==> config.mk <==
export PLATFORM = sky130hd
export DESIGN_NAME = rbs_sig_extract
export DESIGN_NICKNAME = d
export VERILOG_FILES = /design/src/rtl/rbs_pkg.sv /design/src/rtl/rbs_pos_decode.sv /design/src/rtl/rbs_freeze_ctl.sv /design/src/rtl/rbs_sig_store.sv /design/src/rtl/rbs_sig_extract.sv
export SDC_FILE = /design/constraint.sdc
export NUM_CORES = 1
export LEC_CHECK = 0
export BUFFER_PORTS_ARGS = -buffer_cell sky130_fd_sc_hd__buf_2
export CORE_UTILIZATION = 50
export DETAILED_ROUTE_END_ITERATION = 10
export HOLD_SLACK_MARGIN = 0.15
export MAX_ROUTING_LAYER = met4
export PLACE_DENSITY = 0.7
export SLEW_MARGIN = 0
export SYNTH_ARGS = -nofsm -noshare
export SYNTH_HDL_FRONTEND = slang
export SYNTH_HIERARCHICAL = 1
export SYNTH_SLANG_ARGS = --single-unit
export TNS_END_PERCENT = 50
==> constraint.sdc <==
create_clock -name clk -period 5.85 [get_ports clk]
set_input_delay 0.8775 -clock clk [delete_from_list [all_inputs] [get_ports clk]]
set_output_delay 0.8775 -clock clk [all_outputs]
set_load 0.01 [all_outputs]
==> src/rtl/rbs_pkg.sv <==
`timescale 1ns/1ps
package rbs_pkg;
    localparam int unsigned FRM_W      = 5;
    localparam int unsigned BIT_W      = 3;
    localparam int unsigned SIG_W      = 4;
    localparam int unsigned ROB_GAP    = 6;
    localparam int unsigned ESF_FRAMES = 24;
    localparam int unsigned SF_FRAMES  = 12;
    localparam logic [BIT_W-1:0] LSB_POS = BIT_W'(7);

    typedef struct packed {
        logic       hit;
        logic [1:0] sel;
    } rob_t;

    typedef struct packed {
        logic       cap;
        logic [1:0] sel;
        logic       sf;
        logic       first;
        logic       last;
    } pos_evt_t;

    typedef enum logic [1:0] {
        FZ_OPEN  = 2'd0,
        FZ_HELD  = 2'd1,
        FZ_ARMED = 2'd2
    } frz_st_e;

    function automatic rob_t rob_lookup(input logic [FRM_W-1:0] frm);
        rob_t r;
        int unsigned f;
        f     = int'(frm) + 1;
        r.hit = (f % ROB_GAP) == 0;
        r.sel = 2'((f / ROB_GAP) - 1);
        return r;
    endfunction

    function automatic logic [SIG_W-1:0] lane_mask(input logic [1:0] sel, input logic sf);
        if (sf) return sel[0] ? 4'b0101 : 4'b1010;
        return 4'b1000 >> sel;
    endfunction
endpackage

==> src/rtl/rbs_pos_decode.sv <==
`timescale 1ns/1ps
module rbs_pos_decode
    import rbs_pkg::*;
#(
    parameter int unsigned NCH  = 24,
    parameter int unsigned CH_W = 5
) (
    input  logic             din_vld,
    input  logic             esf_mode,
    input  logic [FRM_W-1:0] frm_idx,
    input  logic [CH_W-1:0]  slot_idx,
    input  logic [BIT_W-1:0] bit_idx,
    output pos_evt_t         evt
);
    rob_t             rob;
    logic [FRM_W-1:0] last_frm;

    assign rob      = rob_lookup(frm_idx);
    assign last_frm = esf_mode ? FRM_W'(ESF_FRAMES - 1) : FRM_W'(SF_FRAMES - 1);

    always_comb begin
        evt.sf    = !esf_mode;
        evt.sel   = rob.sel;
        evt.cap   = din_vld && rob.hit && (frm_idx <= last_frm)
                    && (slot_idx < CH_W'(NCH)) && (bit_idx == LSB_POS);
        evt.first = din_vld && (frm_idx == '0) && (slot_idx == '0) && (bit_idx == '0);
        evt.last  = din_vld && (frm_idx == last_frm)
                    && (slot_idx == CH_W'(NCH - 1)) && (bit_idx == LSB_POS);
    end
endmodule

==> src/rtl/rbs_freeze_ctl.sv <==
`timescale 1ns/1ps
module rbs_freeze_ctl
    import rbs_pkg::*;
(
    input  logic clk,
    input  logic rst,
    input  logic fault,
    input  logic resync,
    input  logic mf_first,
    input  logic mf_last,
    output logic frz,
    output logic release_now,
    output logic irq
);
    frz_st_e st_q, st_d;
    logic    irq_q;
    logic    upset;

    assign upset       = fault || resync;
    assign release_now = (st_q == FZ_ARMED) && mf_last && !upset;
    assign frz         = (st_q != FZ_OPEN);
    assign irq         = irq_q;

    always_comb begin
        st_d = st_q;
        if (upset)                              st_d = FZ_HELD;
        else if (release_now)                   st_d = FZ_OPEN;
        else if ((st_q == FZ_HELD) && mf_first) st_d = FZ_ARMED;
    end

    always_ff @(posedge clk) begin
        if (rst) begin
            st_q  <= FZ_OPEN;
            irq_q <= 1'b0;
        end else begin
            st_q  <= st_d;
            irq_q <= resync;
        end
    end

    a_r9_irq_follows: assert property (@(posedge clk) disable iff (rst)
        resync |=> irq);
    a_r9_irq_single: assert property (@(posedge clk) disable iff (rst)
        (!resync && !rst) |=> !irq);
    a_r10_release_at_end: assert property (@(posedge clk) disable iff (rst)
        (frz && !upset && !mf_last) |=> frz);
    a_r8_quiet_stays_open: assert property (@(posedge clk) disable iff (rst)
        (!frz && !upset) |=> !frz);
endmodule

==> src/rtl/rbs_sig_store.sv <==
`timescale 1ns/1ps
module rbs_sig_store
    import rbs_pkg::*;
#(
    parameter int unsigned NCH  = 24,
    parameter int unsigned CH_W = 5,
    localparam int unsigned BANK_W = NCH * SIG_W
) (
    input  logic              clk,
    input  logic              rst,
    input  pos_evt_t          evt,
    input  logic [CH_W-1:0]   ch,
    input  logic              din,
    input  logic              commit,
    output logic [BANK_W-1:0] bank
);
    logic [SIG_W-1:0] mask;

    assign mask = lane_mask(evt.sel, evt.sf);

    for (genvar c = 0; c < NCH; c++) begin : g_ch
        localparam int unsigned OFS = 8 * (c / 2) + ((c % 2 == 0) ? SIG_W : 0);
        logic [SIG_W-1:0] sh_q, sh_d, nib_q;

        always_comb begin
            sh_d = sh_q;
            if (evt.cap && (ch == CH_W'(c)))
                sh_d = (sh_q & ~mask) | ({SIG_W{din}} & mask);
        end

        always_ff @(posedge clk) begin
            if (rst) begin
                sh_q  <= '0;
                nib_q <= '0;
            end else begin
                sh_q <= sh_d;
                if (commit) nib_q <= sh_d;
            end
        end

        assign bank[OFS +: SIG_W] = nib_q;
    end

    a_r6_only_on_commit: assert property (@(posedge clk) disable iff (rst)
        !commit |=> $stable(bank));
endmodule

==> src/rtl/rbs_sig_extract.sv <==
`timescale 1ns/1ps
module rbs_sig_extract
    import rbs_pkg::*;
#(
    parameter int unsigned NCH = 24,
    localparam int unsigned CH_W   = $clog2(NCH + 1),
    localparam int unsigned NBYTE  = NCH / 2,
    localparam int unsigned ADDR_W = $clog2(NBYTE + 1),
    localparam int unsigned BANK_W = NCH * SIG_W
) (
    input  logic              clk,
    input  logic              rst,
    input  logic              din,
    input  logic              din_vld,
    input  logic              esf_mode,
    input  logic [FRM_W-1:0]  frm_idx,
    input  logic [CH_W-1:0]   slot_idx,
    input  logic [BIT_W-1:0]  bit_idx,
    input  logic              los,
    input  logic              lof,
    input  logic              slip,
    input  logic              auto_frz_off,
    input  logic              cas_resync,
    output logic              freeze_o,
    output logic              resync_irq,
    output logic [BANK_W-1:0] sig_bank,
    input  logic [ADDR_W-1:0] rd_addr,
    output logic [7:0]        rd_data
);
    pos_evt_t evt;
    logic     fault;
    logic     release_now;
    logic     commit;

    assign fault  = (los || lof || slip) && !auto_frz_off;
    assign commit = evt.last && (!freeze_o || release_now);

    rbs_pos_decode #(.NCH(NCH), .CH_W(CH_W)) u_dec (
        .din_vld (din_vld),
        .esf_mode(esf_mode),
        .frm_idx (frm_idx),
        .slot_idx(slot_idx),
        .bit_idx (bit_idx),
        .evt     (evt)
    );

    rbs_freeze_ctl u_frz (
        .clk        (clk),
        .rst        (rst),
        .fault      (fault),
        .resync     (cas_resync),
        .mf_first   (evt.first),
        .mf_last    (evt.last),
        .frz        (freeze_o),
        .release_now(release_now),
        .irq        (resync_irq)
    );

    rbs_sig_store #(.NCH(NCH), .CH_W(CH_W)) u_store (
        .clk   (clk),
        .rst   (rst),
        .evt   (evt),
        .ch    (slot_idx),
        .din   (din),
        .commit(commit),
        .bank  (sig_bank)
    );

    always_comb begin
        rd_data = '0;
        if (rd_addr < ADDR_W'(NBYTE))       rd_data = sig_bank[int'(rd_addr) * 8 +: 8];
        else if (rd_addr == ADDR_W'(NBYTE)) rd_data = {7'd0, freeze_o};
    end

    a_r7_fault_freezes: assert property (@(posedge clk) disable iff (rst)
        ((los || lof || slip) && !auto_frz_off) |=> freeze_o);
    a_r7_frozen_hold: assert property (@(posedge clk) disable iff (rst)
        (freeze_o && !release_now) |=> $stable(sig_bank));
    a_r12_invalid_ignored: assert property (@(posedge clk) disable iff (rst)
        !din_vld |=> $stable(sig_bank));
endmodule

==> impl_metrics.json <==
{
  "clockRootBuffer": "clkbuf_16",
  "crit_fanout": 20,
  "dpl_cell_area_mm2": 0.0102,
  "yosysUniqueCellTypes": 70,
  "yosysSeqAreaShare_pct": 41.1,
  "drc": 0,
  "min_period_over_period_pct": 92.2,
  "internal_power_mw": 2.07,
  "dr_total_vias": 8537,
  "report.power.total_mw": 2.87,
  "cts_resized": 0,
  "reg2regPathDepth": 5,
  "status": "completed",
  "synth-edff-count": 0,
  "syn_inst": 1045,
  "core.rowCount": 50,
  "dp_hpwl_mm": 18.7,
  "timing.rr.end": "u_store/g_ch[2].nib_q[2]",
  "syn_nets": 1081,
  "clkSlewWorstSetupHoldPaths_ns": 0.08,
  "holdPathEnd": "u_store/g_ch[13].nib_q[3]",
  "synth_seq_cells": 195,
  "max_cap_viol_count": 0,
  "synth_warnings": 6,
  "cp.arrival_ns": 5.74,
  "cpMostUsedCell": "ha_1",
  "cts_inserted_buffers": 17,
  "io_buffers": 132,
  "hold_viol": 0,
  "avgSynthCellArea_um2": 9.10,
  "fp.coreArea_mm2": 0.0186,
  "cts_tree": "built",
  "p_sw_mw": 0.794,
  "wl_per_cell_um": 20.3,
  "pwr-share-seq_pct": 46.3,
  "ioPinCount": 133,
  "leakage_nw": 3.91,
  "path_cells": "buf_2, ha_1, nand3_1, xor2_1, inv_1, ha_1, nand2b_1, and3_1, o21a_1, nor3_1, a31oi_1, inv_1, ha_1, nand2b_1, a221oi_1, o211ai_1, a211oi_2, and4b_1, buf_4, and2_1, a22oi_1, a211oi_1",
  "r2r-start": "u_frz/st_q[1]",
  "layout_min_cycle_time_ns": 5.39,
  "drtIter0Drc": 963,
  "ant_nets": 0,
  "max_freq_ghz": 0.185,
  "holdCritStartpoint": "u_store/g_ch[13].nib_q[3]",
  "postCtsSetupBuffers": 0,
  "clkPwrFrac_pct": 42.5,
  "worst_ir_drop_vdd_mv": 0.214,
  "antenna_found_initial": 0,
  "worst_pin_slew_ns": 1.05,
  "cp-end-kind": "flop",
  "die_w_um": 140,
  "synth-async-reset-ratio_pct": 0,
  "die_h_um": 140,
  "worstSetupStartpointType": "input pin",
  "netSwitchingFraction_pct": 27.7,
  "crit_family": "simple AND/OR/NAND/NOR gates",
  "start_util_pct": 51.0,
  "required_ns": 6.20,
  "grt_pass1_wl_mm": 43.6,
  "grt_start_max_net_pins": 134,
  "drv_slew": 0,
  "grt.total_usage_pct": 29.5,
  "finalWirelength_mm": 27.8,
  "nets": 1154,
  "rrSetupSlack_ns": 3.60,
  "critPathMaxStageDelay_ns": 0.37,
  "grt_pass1_vias": 7682,
  "relSlewSlack_pct": 29.9,
  "synth_flop_cell": "dfxtp_1",
  "slowest_stage": "a211oi_2",
  "n_antenna_cell": 0,
  "fin_skew_ns": 0.0149,
  "syn_area_mm2": 0.00951,
  "clkLatencyLatePin_ns": 0.44,
  "finalSetupTns_ns": 0,
  "combPwrFrac_pct": 11.2,
  "rsz0062_at_grt": "no",
  "critical_path_class": "input pin to flop",
  "powerDensity_mw_per_mm2": 264,
  "holdBufCountCts": 0,
  "hold_class": "flop to flop",
  "final_layout_size_suffix_gt1_share_pct": 24.8,
  "design_area_mm2": 0.0109,
  "cts_buffer_depth": 2,
  "synthToLayoutAreaGrowth_pct": 14.3,
  "gr-total-overflow": 0,
  "path_buf_inv": 4,
  "routabilityCongestion": 0.966,
  "via_per_inst": 6.25,
  "die_area_mm2": 0.0196,
  "setup_viol": 0,
  "hold_depth": 2,
  "htreeDepth": 4,
  "numClockSinks": 195,
  "first_pass_iters": 5
}
-- cells in the final DEF, fill, tap and decap left out, types with 6 or more instances in the layout --
| cell | synthesis | layout |
|---|---|---|
| nand2_1 | 36 | 36 |
| inv_1 | 16 | 16 |
| nand4_1 | 25 | 25 |
| and3_1 | 6 | 6 |
| a311oi_1 | 8 | 8 |
| buf_2 | 15 | 131 |
| a211oi_2 | 21 | 21 |
| dfxtp_1 | 195 | 195 |
| ha_1 | 9 | 9 |
| a22oi_1 | 71 | 71 |
| o21ai_1 | 9 | 9 |
| a22oi_2 | 20 | 20 |
| nand2b_1 | 8 | 8 |
| nand3_1 | 60 | 60 |
| and2_1 | 29 | 29 |
| nor2b_1 | 9 | 7 |
| o21ai_0 | 14 | 14 |
| buf_4 | 8 | 26 |
| nor2_1 | 195 | 194 |
| mux2_2 | 9 | 9 |
| clkbuf_16 | 0 | 17 |
| nand4b_1 | 18 | 18 |
| a211oi_1 | 70 | 70 |
| a21oi_1 | 16 | 16 |
| mux4_2 | 15 | 15 |
-- metal layers --
metal	share of wire [%]	track usage, %	routed length, µm	vias up
met5	0	-	0	-
met4	1.7	7.35	470	0
met3	6.1	5.47	1690	37
met2	46	44.7	12900	348
met1	46	40.4	12700	4153
li1	-	-	-	3999
-- power groups by stage --
stage	Sequential, mW	Combinational (mW)	Clock [mW]
3_5_place_dp	1.36	0.311	0
3_3_place_gp	1.36	0.309	0
6_report	1.33	0.320	1.22
2_1_floorplan	1.36	0.225	0
5_1_grt	1.33	0.339	1.28
4_1_cts	1.33	0.312	1.23
-- through the flow --
stage / hold slack (ns) / utilization (%) / std cells / worst slack, ns
floorplan: 0.461 / - / 1045 / 0.692
global placement: 0.477 / 55.0 / 1333 / 0.198
detailed placement: 0.483 / 55.0 / 1333 / 0.0663
CTS: 0.499 / 58.3 / 1365 / 0.509
global route: 0.517 / 58.3 / 1365 / 0.0993
finish: 0.497 / 58.3 / 1365 / 0.455
-- tightest hold or removal path, delay by kind of cell, from the launching register on --
| family | cells | cell delay (ns) |
|---|---|---|
| flip-flops | 1 | 0.32 |
| AND/OR/NAND/NOR | 1 | 0.08 |
| AO/OA/AOI/OAI | 1 | 0.05 |
-- cell usage after synthesis, drive strengths merged (4+ instances only) --
library cell,count,area share [%]
dfxtp,195,41
nor2,195,7.7
a211oi,91,8.3
a22oi,91,8.2
clkbuf,74,2.9
nand3,60,3.2
nand2,36,1.4
buf,35,2.8
and2,30,2.0
nand4,26,1.8
o21ai,23,1.2
mux4,19,4.7
nand4b,18,1.7
a21oi,16,0.84
inv,16,0.63
mux2,10,1.2
ha,9,1.2
nor2b,9,0.59
a311oi,8,0.74
nand2b,8,0.53
and3,6,0.39
a31oi,5,0.33
o221ai,5,0.46
nor4,4,0.26
o211ai,4,0.32
xnor2,4,0.37
-- worst max-delay path by stage --
stage | from | endpoint | slack [ns] | depth (start not counted)
after floorplan | frm_idx[3] | u_store/g_ch[0].nib_q[2] | 0.69 | 20
after global placement | frm_idx[0] | u_store/g_ch[10].nib_q[3] | 0.20 | 22
after detailed placement | frm_idx[0] | u_store/g_ch[10].nib_q[3] | 0.07 | 22
after CTS | frm_idx[0] | u_store/g_ch[10].nib_q[3] | 0.51 | 22
after global routing | frm_idx[0] | u_store/g_ch[16].nib_q[3] | 0.1 | 21
final | frm_idx[0] | u_store/g_ch[10].nib_q[3] | 0.46 | 22
-- layout make-up --
type                    count  area, µm²
clock buffers              17        425
well taps                 234        293
inverters                  16       60.1
repair buffers            163        962
fillers                  1683       7780
flip-flops and latches    195       3900
clock inverters            15        190
multi-input cells         725       5030
-- kinds of logic (layout without fill, tap and decap cells) --
group                    after synthesis  in the layout  share of synthesized area (%)
adder cells (fa/ha/maj)                9              9                           1.18
XOR/XNOR                               8              8                          0.974
AO/OA/AOI/OAI                        266            266                           22.9
multiplexers                          32             32                           6.20
flip-flops                           195            195                           41.1
buffers and inverters                125            211                           6.40
AND/OR/NAND/NOR                      410            410                           21.2
-- flip-flops by register name, indices dropped and copies added (netlist names) --
register and cells:
u_frz/st_q 2, u_store/g_ch.sh_q 96, u_store/g_ch.nib_q 96, u_frz/irq 1
(Power assumes the default switching activity.)
